==> config.mk <==
export PLATFORM = sky130hd
export DESIGN_NAME = smp_blank_top
export DESIGN_NICKNAME = d
export VERILOG_FILES = /design/src/rtl/smp_blank_pkg.sv /design/src/rtl/smp_blank_seq.sv /design/src/rtl/smp_blank_win.sv /design/src/rtl/smp_blank_res.sv /design/src/rtl/smp_blank_top.sv
export SDC_FILE = /design/constraint.sdc
export NUM_CORES = 1
export LEC_CHECK = 0
export ABC_AREA = 1
export BUFFER_PORTS_ARGS = -buffer_cell sky130_fd_sc_hd__buf_2
export CORE_MARGIN = 2
export CORE_UTILIZATION = 30
export DETAILED_ROUTE_END_ITERATION = 12
export PLACE_DENSITY = 0.59
export SYNTH_ARGS = -nofsm -noshare
export SYNTH_HDL_FRONTEND = slang
export SYNTH_SLANG_ARGS = --single-unit
==> constraint.sdc <==
create_clock -name clk -period 1.8 [get_ports clk]
set_input_delay 0.18 -clock clk [delete_from_list [all_inputs] [get_ports clk]]
set_output_delay 0.18 -clock clk [all_outputs]
set_load 0.05 [all_outputs]
==> src/rtl/smp_blank_pkg.sv <==
package smp_blank_pkg;
  parameter int SKIP_W = 3;
  typedef logic [SKIP_W-1:0] skip_t;

  // Samples still to drop after this cycle.
  function automatic skip_t skip_next(input logic en, input logic drop, input skip_t remaining);
    if (!en)       return '0;
    else if (drop) return remaining - skip_t'(1);
    else           return remaining;
  endfunction
endpackage

==> src/rtl/smp_blank_seq.sv <==
module smp_blank_seq
  import smp_blank_pkg::*;
(
  input  logic  clk,
  input  logic  rst_n,
  input  logic  conv_en,
  input  logic  smp_vld,
  input  skip_t skip_cnt,
  output logic  start_o,
  output logic  blank_o,
  output logic  deliver_o
);
  logic  en_q;
  skip_t left_q;
  skip_t remaining;
  logic  accept;

  assign start_o   = conv_en & ~en_q;
  assign remaining = start_o ? skip_cnt : left_q;
  assign accept    = conv_en & smp_vld;
  assign blank_o   = accept & (|remaining);
  assign deliver_o = accept & ~(|remaining);

  always_ff @(posedge clk or negedge rst_n) begin
    if (!rst_n) begin
      en_q   <= 1'b0;
      left_q <= '0;
    end else begin
      en_q   <= conv_en;
      left_q <= skip_next(conv_en, blank_o, remaining);
    end
  end
endmodule

==> src/rtl/smp_blank_win.sv <==
module smp_blank_win #(
  parameter int DW = 16
) (
  input  logic [DW-1:0] data,
  input  logic [DW-1:0] lo,
  input  logic [DW-1:0] hi,
  output logic          outside
);
  function automatic logic out_of_band(input logic signed [DW-1:0] d,
                                       input logic signed [DW-1:0] l,
                                       input logic signed [DW-1:0] h);
    return (d < l) || (d > h);
  endfunction

  assign outside = out_of_band(data, lo, hi);
endmodule

==> src/rtl/smp_blank_res.sv <==
module smp_blank_res #(
  parameter int DW = 16
) (
  input  logic          clk,
  input  logic          rst_n,
  input  logic          deliver,
  input  logic [DW-1:0] data,
  input  logic          outside,
  input  logic          rd_stb,
  input  logic          clr_ovf,
  input  logic          clr_win,
  output logic [DW-1:0] res,
  output logic          rdy,
  output logic          ovf,
  output logic          win
);
  logic overwrite;
  logic win_hit;

  assign overwrite = deliver & rdy & ~rd_stb;
  assign win_hit   = deliver & outside;

  always_ff @(posedge clk or negedge rst_n) begin
    if (!rst_n) begin
      res <= '0;
      rdy <= 1'b0;
      ovf <= 1'b0;
      win <= 1'b0;
    end else begin
      if (deliver) res <= data;
      rdy <= deliver | (rdy & ~rd_stb);
      ovf <= overwrite | (ovf & ~clr_ovf);
      win <= win_hit | (win & ~clr_win);
    end
  end
endmodule

==> src/rtl/smp_blank_top.sv <==
module smp_blank_top #(
  parameter int DW = 16
) (
  input  logic          clk,
  input  logic          rst_n,
  input  logic          conv_en,
  input  logic          smp_vld,
  input  logic [DW-1:0] smp_data,
  input  logic [2:0]    skip_cnt,
  input  logic [DW-1:0] thr_lo,
  input  logic [DW-1:0] thr_hi,
  input  logic          rd_stb,
  input  logic          clr_ovf,
  input  logic          clr_win,
  output logic [DW-1:0] res_data,
  output logic          rdy_flag,
  output logic          ovf_flag,
  output logic          win_flag
);
  logic start_w;
  logic blank_w;
  logic deliver_w;
  logic outside_w;

  smp_blank_seq seq_i (
    .clk(clk), .rst_n(rst_n), .conv_en(conv_en), .smp_vld(smp_vld),
    .skip_cnt(skip_cnt), .start_o(start_w), .blank_o(blank_w), .deliver_o(deliver_w)
  );

  smp_blank_win #(.DW(DW)) win_i (
    .data(smp_data), .lo(thr_lo), .hi(thr_hi), .outside(outside_w)
  );

  smp_blank_res #(.DW(DW)) res_i (
    .clk(clk), .rst_n(rst_n), .deliver(deliver_w), .data(smp_data),
    .outside(outside_w), .rd_stb(rd_stb), .clr_ovf(clr_ovf), .clr_win(clr_win),
    .res(res_data), .rdy(rdy_flag), .ovf(ovf_flag), .win(win_flag)
  );
endmodule

Word level (Yosys, flattened, before mapping)

Index checks and enable logic that the tools add are counted.

Add/sub/neg operators: 1
$lt $le $gt $ge: 2
Multiplexer cells: 3
Bitwise operators: 18
Reduce and logical (&&, ||, !) cells: 2

Operators by type and width:

| cell                  | count |
|---|---|
| $gt A16 B16 Y1        | 1 |
| $lt A16 B16 Y1        | 1 |
| $and A1 B1 Y1         | 10 |
| $mux W3               | 3 |
| $not A1 Y1            | 5 |
| $or A1 B1 Y1          | 3 |
| $reduce_or A3 Y1      | 1 |
| $sub A3 B1 Y3 const B | 1 |
| $logic_or A1 B1 Y1    | 1 |

Flip-flop bits (word level): 23
Input port bits: 58

Logic depth before layout (Yosys ltp)

Gate-level depths: netlist (run 1).

Depth in word-level cells: 9
Depth in mapped cells: 16
Gate-level depth less buffers: 16

Cells and area by module

From an unflattened synthesis (run 1), not the netlist that was laid out.

Cell total of the unflattened synthesis: 262
Area, all modules: 1895.6 um2

By module, submodules not included:

| module        | instances | cells each | area an instance (um2) |
|---|---|---|---|
| smp_blank_win | 1         | 141        | 862.1 |
| smp_blank_res | 1         | 81         | 754.5 |
| smp_blank_seq | 1         | 40         | 279.0 |

Worst setup path before layout (run 1)

OpenSTA, ideal clock, no wires.

Path kind: flip-flop to flip-flop
Start point: reg seq_i.en_q
End point: reg seq_i.left_q[0]
Data arrival time: 1.815 ns
Required time: 1.682 ns
Setup slack: -0.133 ns
Stages on the path, launching flop included: 9
Clock period less this slack: 1.933 ns
Cells stage by stage: dfrtp_1 or2_0 buf_6 mux2i_4 ha_1 ha_1 nor3_1 xor2_1 nor2_1

Longest elaborated chain between the ends: 7
Elaborated cells on any way between the ends: 8
Classes of those cells: add/sub: 1; mux: 3; bitwise: 3; reduce/logical: 1

RTL lines:

| what                                                  | RTL line            | text |
|---|---|---|
| start, declared                                       | smp_blank_seq.sv:13 | `logic en_q;` |
| start signal, assigned                                | smp_blank_seq.sv:29 | `en_q <= conv_en;` |
| $not A1 Y1 (*)                                        | smp_blank_seq.sv:18 | `assign start_o = conv_en & ~en_q;` |
| $and A1 B1 Y1 (*)                                     | smp_blank_seq.sv:18 |  |
| $mux W3 (*)                                           | smp_blank_seq.sv:19 | `assign remaining = start_o ? skip_cnt : left_q;` |
| branches (longest 2 deep; another with $sub A3 B1 Y3) | -                   |  |
| $mux W3 (*)                                           | smp_blank_pkg.sv:8  | `else if (drop) return remaining - skip_t'(1);` |
| $mux W3 (*)                                           | smp_blank_pkg.sv:7  | `if (!en) return '0;` |
| end signal, assigned                                  | smp_blank_seq.sv:30 | `left_q <= skip_next(conv_en, blank_o, remaining);` |
| end, declared                                         | smp_blank_seq.sv:14 | `skip_t left_q;` |

Every way passes the cells marked *.
A chain may end at the register's enable or synchronous reset.

Final worst setup path (run 1)

Start point: reg seq_i.en_q
End point: reg res_i.res[5]

Longest elaborated chain between the ends: 6

RTL lines:

| what                 | RTL line            | text |
|---|---|---|
| $not A1 Y1           | smp_blank_seq.sv:18 |  |
| $and A1 B1 Y1        | smp_blank_seq.sv:18 |  |
| $mux W3              | smp_blank_seq.sv:19 |  |
| $reduce_or A3 Y1     | smp_blank_seq.sv:22 | `assign deliver_o = accept & ~(\|remaining);` |
| $not A1 Y1           | smp_blank_seq.sv:22 |  |
| $and A1 B1 Y1        | smp_blank_seq.sv:22 |  |
| end signal, assigned | smp_blank_res.sv:30 | `if (deliver) res <= data;` |
| end, declared        | smp_blank_res.sv:12 | `output logic [DW-1:0] res,` |

No other way between the ends.

==> results of run 1 <==
per-layer routing:
layer | wire length, um | vias up | global-route usage
met5 | 0 | - | 0
met1 | 2045 | 762 | 0.1802
met3 | 206 | 6 | 0.01978
li1 | - | 939 | -
met4 | 59 | 0 | 0.04500
met2 | 2158 | 41 | 0.2325
area by class of cell:
type	instances	area [um2]
clock buffers	3	41.29
clock inverters	1	5.005
fillers	645	3426
inverters	49	188.9
multi-input cells	170	1086
flip-flops and latches	23	575.6
well taps	75	93.84
repair buffers	86	469.2
registers in the layout, summed over array words and instances (netlist names):
name and count:
seq_i.en_q 1, res_i.ovf 1, res_i.win 1, res_i.res 16, seq_i.left_q 3, res_i.rdy 1
power by group:
group / switching, mW / leakage (nW) / internal, mW
clock network: 0.166 / 0.0255 / 0.155
registers: 0.0752 / 0.292 / 0.649
logic: 0.773 / 1.20 / 0.324
total: 1.01 / 1.52 / 1.13
worst paths after layout:
check | start | end | depth (start not counted)
worst max-delay path | seq_i.en_q | res_i.res[5] | 9
worst min-delay path | clr_ovf | res_i.ovf | 2
worst max register to register | seq_i.en_q | res_i.res[5] | 9
worst min register to register | res_i.res[11] | res_i.res[11] | 2
max in group asynchronous | rst_n | seq_i.left_q[0] | 2
min in group asynchronous | rst_n | seq_i.left_q[2] | 2
cells by family (layout without fill, tap and decap cells):
family | count (synthesis) | in the layout | synth area share
simple gates | 110 | 110 | 0.2385
buf+inv | 53 | 139 | 0.1158
fa+ha+maj | 33 | 33 | 0.2274
compound gates | 24 | 24 | 0.07168
flops | 23 | 23 | 0.3170
mux | 2 | 2 | 0.02481
xor+xnor | 1 | 1 | 0.004825
through the flow:
step / setup slack (ns) / area (um2)
floorplan: 0.007524 / 1837
global placement: -0.07056 / 2333
detailed placement: -0.1651 / 2333
CTS: 0.01990 / 2421
global route: -0.09912 / 2460
finish: 0.0005391 / 2460
timing repair:
| item | 4_1_cts | 5_1_grt |
|---|---|---|
| pin swaps | 0 | 4 |
| resized for setup | 7 | 11 |
| setup buffers | 0 | 1 |
| setup endpoints to repair | 21 | 21 |
| hold endpoints to repair | 23 | 0 |
| hold buffers | 1 | 0 |
cell usage in the layout, fill, tap and decap left out, drive strengths merged:
| master | n |
|---|---|
| a21oi | 16 |
| buf | 85 |
| clkbuf | 3 |
| clkinv | 1 |
| dfrtp | 23 |
| dlygate4sd3 | 1 |
| ha | 33 |
| inv | 49 |
| mux2i | 2 |
| nand2 | 91 |
| nand3 | 4 |
| nand4 | 2 |
| nor2 | 7 |
| nor3 | 4 |
| nor4 | 1 |
| o21a | 1 |
| o21ai | 5 |
| o21bai | 1 |
| o22ai | 1 |
| or2 | 1 |
| xor2 | 1 |
worst register-to-register path, stage by stage (launching register included):
cell     delay [ns]
dfrtp_1        0.37
or2_4          0.26
buf_4          0.15
o21ai_4        0.13
ha_2           0.21
ha_4           0.17
nand3_4        0.12
buf_6          0.17
nand2_1        0.06
nand2_1        0.05
==> impl_metrics.py, run 1 <==
metrics = {
    "detailed_routing": {
        "drt_first_iter_violations": 59,
        "routed_wirelength_mm": 4.470,
        "wl_per_cell_um": 10.98,
        "via_per_inst": 4.295,
        "firstDrtPassIters": 4,
        "drc": 0,
        "ant_nets": 0,
        "vias": 1748,
    },
    "synthesis": {
        "async_flop_share": 1.000,
        "synth_area_leaders": "dfrtp_1 (32%), ha_1 (23%), nand2_1 (19%), inv_1 (9.7%), a21oi_1 (4.4%)",
        "syn_nets": 337,
        "synth_common_cells": "nand2_1 (91), inv_1 (47), ha_1 (33)",
        "synth_top_cell_area_share": 0.3170,
        "yosys_warnings": 0,
        "synth_area_um2": 1815,
        "yosysTopAreaCell": "dfrtp_1",
        "synthFlopType": "dfrtp_1",
        "synth.most_common_cell": "nand2_1",
        "ys_ff_latch": 23,
        "seq_area_frac_synth": 0.3170,
        "synthCells": 246,
        "avgSynthCellArea_um2": 7.380,
        "yosysUniqueCellTypes": 22,
        "synth_edf_count": 0,
    },
    "global_route": {
        "overflow": 0,
        "antenna_found_initial": 0,
        "grt_pass1_vias": 1692,
        "grt_max_degree": 24,
        "grt_use_total": 0.1377,
        "grt_pass1_wl_mm": 7.238,
    },
    "worst_setup_path": {
        "critical_path_arrival_ns": 1.96,
        "cp.required_ns": 1.96,
        "start_kind": "flop",
        "cpMostUsedCell": "nand2_1",
        "crit_type": "reg -> reg",
        "crit_slowest_cell": "dfrtp_1",
        "crit_path_end_kind": "flop",
        "cpPeakStageDelay_ns": 0.37,
        "crit_fanout": 10,
        "rrSetupSlack_ns": 0.0005,
        "cp_num_buf_inv": 2,
        "worstPathCellList": "or2_4 > buf_4 > o21ai_4 > ha_2 > ha_4 > nand3_4 > buf_6 > nand2_1 > nand2_1",
        "cpLargestDelayFamily": "simple AND/OR/NAND/NOR gates",
    },
    "clock_tree": {
        "cts.clk_slew.worst_paths_ns": 0.08,
        "cts_sinks": 23,
        "cts_max_level": 1,
        "clk_latency_ns": 0.26,
        "cts_root_buf": "clkbuf_8",
        "cts_tree": "yes",
        "cts_buffer_depth": 2,
        "numCtsBuffers": 3,
    },
    "floorplan": {
        "std_cell_rows": 28,
        "io_pins": 77,
        "die-area_um2": 6690,
        "start_util": 0.3085,
        "die_width_um": 81.79,
        "fp.coreArea_um2": 5886,
        "die_h_um": 81.79,
    },
    "pwr": {
        "leakage_nw": 1.521,
        "power_density_nw_per_um2": 870.8,
        "power_mw": 2.142,
        "ir_drop_mv": 0.4685,
    },
    "sta": {
        "worstMarginPinSlew_ns": 0.5044,
        "final.setup_skew_ns": 0.002657,
        "worst_hold_slack_ns": 0.09460,
        "final_hold_viol_count": 0,
        "post-route-min-period_ns": 1.799,
        "grt_setup_unrepaired": "yes",
        "setup_tns_ns": 0,
        "min_period_over_period": 0.9997,
        "timing.slew.headroom": 0.6637,
        "finalSetupViolCount": 0,
        "max_freq_ghz": 0.5557,
        "maxSlewViolCount": 0,
    },
    "placed_design": {
        "place_congestion": 0.7610,
        "dp.cells": 401,
        "port_buffers": 76,
        "dp_hpwl_mm": 3.803,
    },
    "cells_and_area": {
        "antenna_cells": 0,
        "final_nets": 424,
        "drive_gt1_frac": 0.3133,
        "syn2layout_area_growth_pct": 35.49,
        "fin_cells": 407,
        "final_util": 0.4179,
    },
    "run_status": {
        "outcome": "finished, final reports clean",
    },
    "job": {
        "maxCapViolCount": 0,
    },
    "hold_path": {
        "hp-class": "in -> reg",
    },
}
Note: power is estimated with default switching activity, not from simulation.
==> run 2: changes to the inputs <==
CORE_MARGIN = default   (was 2)
==> run 2 against run 1 <==
  * Setup slack gained 0.084 ns
  * Via count down 1.0%
  * Combinational power is essentially flat
  * First-iteration DRC count shrank 36%
  * Global-route usage grew 0.14 points
  * Critical endpoint is now res_i.res[0]
  * Largest power group unchanged
==> impl_metrics.py, run 2 (synthesis results as in run 1) <==
metrics = {
    "worst_setup_path": {
        "worstPathCellList": "or2_4 > buf_4 > o21ai_4 > ha_4 > ha_4 > nand3_4 > buf_6 > nand2_1 > o21ai_0",
        "cpPeakStageDelay_ns": 0.36,
        "worstReg2RegStart": "seq_i.en_q",
        "cpMostUsedCell": "ha_4",
        "crit_type": "reg -> reg",
        "crit_end": "res_i.res[0]",
        "cpLargestDelayFamily": "simple AND/OR/NAND/NOR gates",
        "cp.required_ns": 1.95,
        "rrSetupSlack_ns": 0.08,
        "path_depth": 9,
        "crit_fanout": 5,
        "start_kind": "flop",
        "startpoint": "seq_i.en_q",
        "crit_slowest_cell": "dfrtp_1",
        "crit_path_end_kind": "flop",
        "cp_num_buf_inv": 2,
        "critical_path_arrival_ns": 1.87,
        "r2r_end": "res_i.res[0]",
        "rr_worst_depth": 9,
    },
    "pwr": {
        "leakage_nw": 1.522,
        "power_density_nw_per_um2": 869.2,
        "ir_drop_mv": 0.5010,
        "power_mw": 2.129,
    },
    "global_route": {
        "antenna_found_initial": 0,
        "overflow": 0,
        "grt_use_total": 0.1391,
        "grt_max_degree": 24,
        "grt_pass1_wl_mm": 6.934,
        "grt_pass1_vias": 1694,
    },
    "detailed_routing": {
        "drc": 0,
        "wl_per_cell_um": 10.60,
        "vias": 1730,
        "routed_wirelength_mm": 4.281,
        "via_per_inst": 4.282,
        "firstDrtPassIters": 4,
        "drt_first_iter_violations": 38,
        "ant_nets": 0,
    },
    "cells_and_area": {
        "fillCellCount": 611,
        "final_cell_mix": "nand2_1 (91), buf_2 (77), inv_1 (46)",
        "final_nets": 424,
        "syn2layout_area_growth_pct": 34.94,
        "final_util": 0.4317,
        "drive_gt1_frac": 0.3012,
        "final_common_cell": "nand2_1",
        "reg_top3": "res_i.res x16, seq_i.left_q x3",
        "fin_cells": 404,
        "largest_reg_flops": 16,
        "stdcell_area_um2": 2450,
        "top_register": "res_i.res",
        "antenna_cells": 0,
        "multiInputGateArea_um2": 1089,
        "seq_area_um2": 575.6,
    },
    "floorplan": {
        "die_h_um": 79.79,
        "die_width_um": 79.79,
        "std_cell_rows": 27,
        "start_util": 0.3199,
        "fp.coreArea_um2": 5675,
        "die-area_um2": 6366,
        "io_pins": 77,
    },
    "placed_design": {
        "place_congestion": 0.8374,
        "dp.cells": 398,
        "dp_hpwl_mm": 3.591,
        "port_buffers": 76,
        "placed_cell_area_um2": 2330,
    },
    "clock_tree": {
        "cts.clk_slew.worst_paths_ns": 0.08,
        "numCtsBuffers": 3,
        "cts_setup_buffers": 0,
        "cts_tree": "yes",
        "cts_root_buf": "clkbuf_8",
        "cts_sinks": 23,
        "clk_latency_ns": 0.26,
        "cts_max_level": 1,
        "cts_buffer_depth": 2,
    },
    "sta": {
        "finalSetupViolCount": 0,
        "timing.slew.headroom": 0.6643,
        "min_period_over_period": 0.9530,
        "maxSlewViolCount": 0,
        "worstMarginPinSlew_ns": 0.5035,
        "worst_hold_slack_ns": 0.09485,
        "post-route-min-period_ns": 1.715,
        "final_hold_viol_count": 0,
        "final.setup_skew_ns": 0.001143,
        "max_freq_ghz": 0.5829,
    },
    "hold_path": {
        "hp-class": "in -> reg",
        "hp-start": "clr_ovf",
    },
    "run_status": {
        "outcome": "finished, final reports clean",
    },
    "job": {
        "maxCapViolCount": 0,
    },
}
run 2: cell counts in the layout (fill, tap and decap cells not counted):
Identical to the previous run, type by type.
run 2: per-layer routing:
layer	up-vias	wire, um	share of wire	track usage
li1	936	-	-	-
met1	744	1979	0.46	0.1704
met2	46	2047	0.48	0.2479
met3	4	203	0.047	0.01600
met4	0	50	0.012	0.05179
met5	-	0	0	0
run 2: per-stage QoR:
step                      worst slack [ns]  setup TNS (ns)
after global routing             -0.009114       -0.009114
after global placement            -0.08397          -1.077
after CTS                          0.02172               0
after floorplan                   0.007524               0
after detailed placement           -0.1150          -2.081
final                              0.08451               0
run 2: how the worst min path moves through the flow:
stage,endpoint,depth (start not counted)
global route,res_i.ovf,2
CTS,res_i.ovf,2
detailed placement,seq_i.left_q[2],1
global placement,seq_i.left_q[2],1
floorplan,res_i.ovf,0
finish,res_i.ovf,2
run 2: layout make-up:
| cell class | count | share of cell area |
|---|---|---|
| clock buffer | 3 | 0.01685 |
| clock inverter | 1 | 0.002043 |
| inverter | 49 | 0.07610 |
| multi-input combinational | 170 | 0.4443 |
| sequential | 23 | 0.2349 |
| tap | 72 | 0.03677 |
| timing repair buffer | 86 | 0.1890 |
run 2: power breakdown:
| group | switching [mW] | internal, mW |
|---|---|---|
| Combinational | 0.768 | 0.319 |
| Sequential | 0.0742 | 0.649 |
| Clock | 0.165 | 0.155 |
| Total | 1.01 | 1.12 |
run 2: timing repair:
item	in CTS	in global routing
hold endpoints to repair	23	0
resized for setup	8	4
setup endpoints to repair	21	20
hold buffers	1	0
gates cloned	0	1
pin swaps	1	2
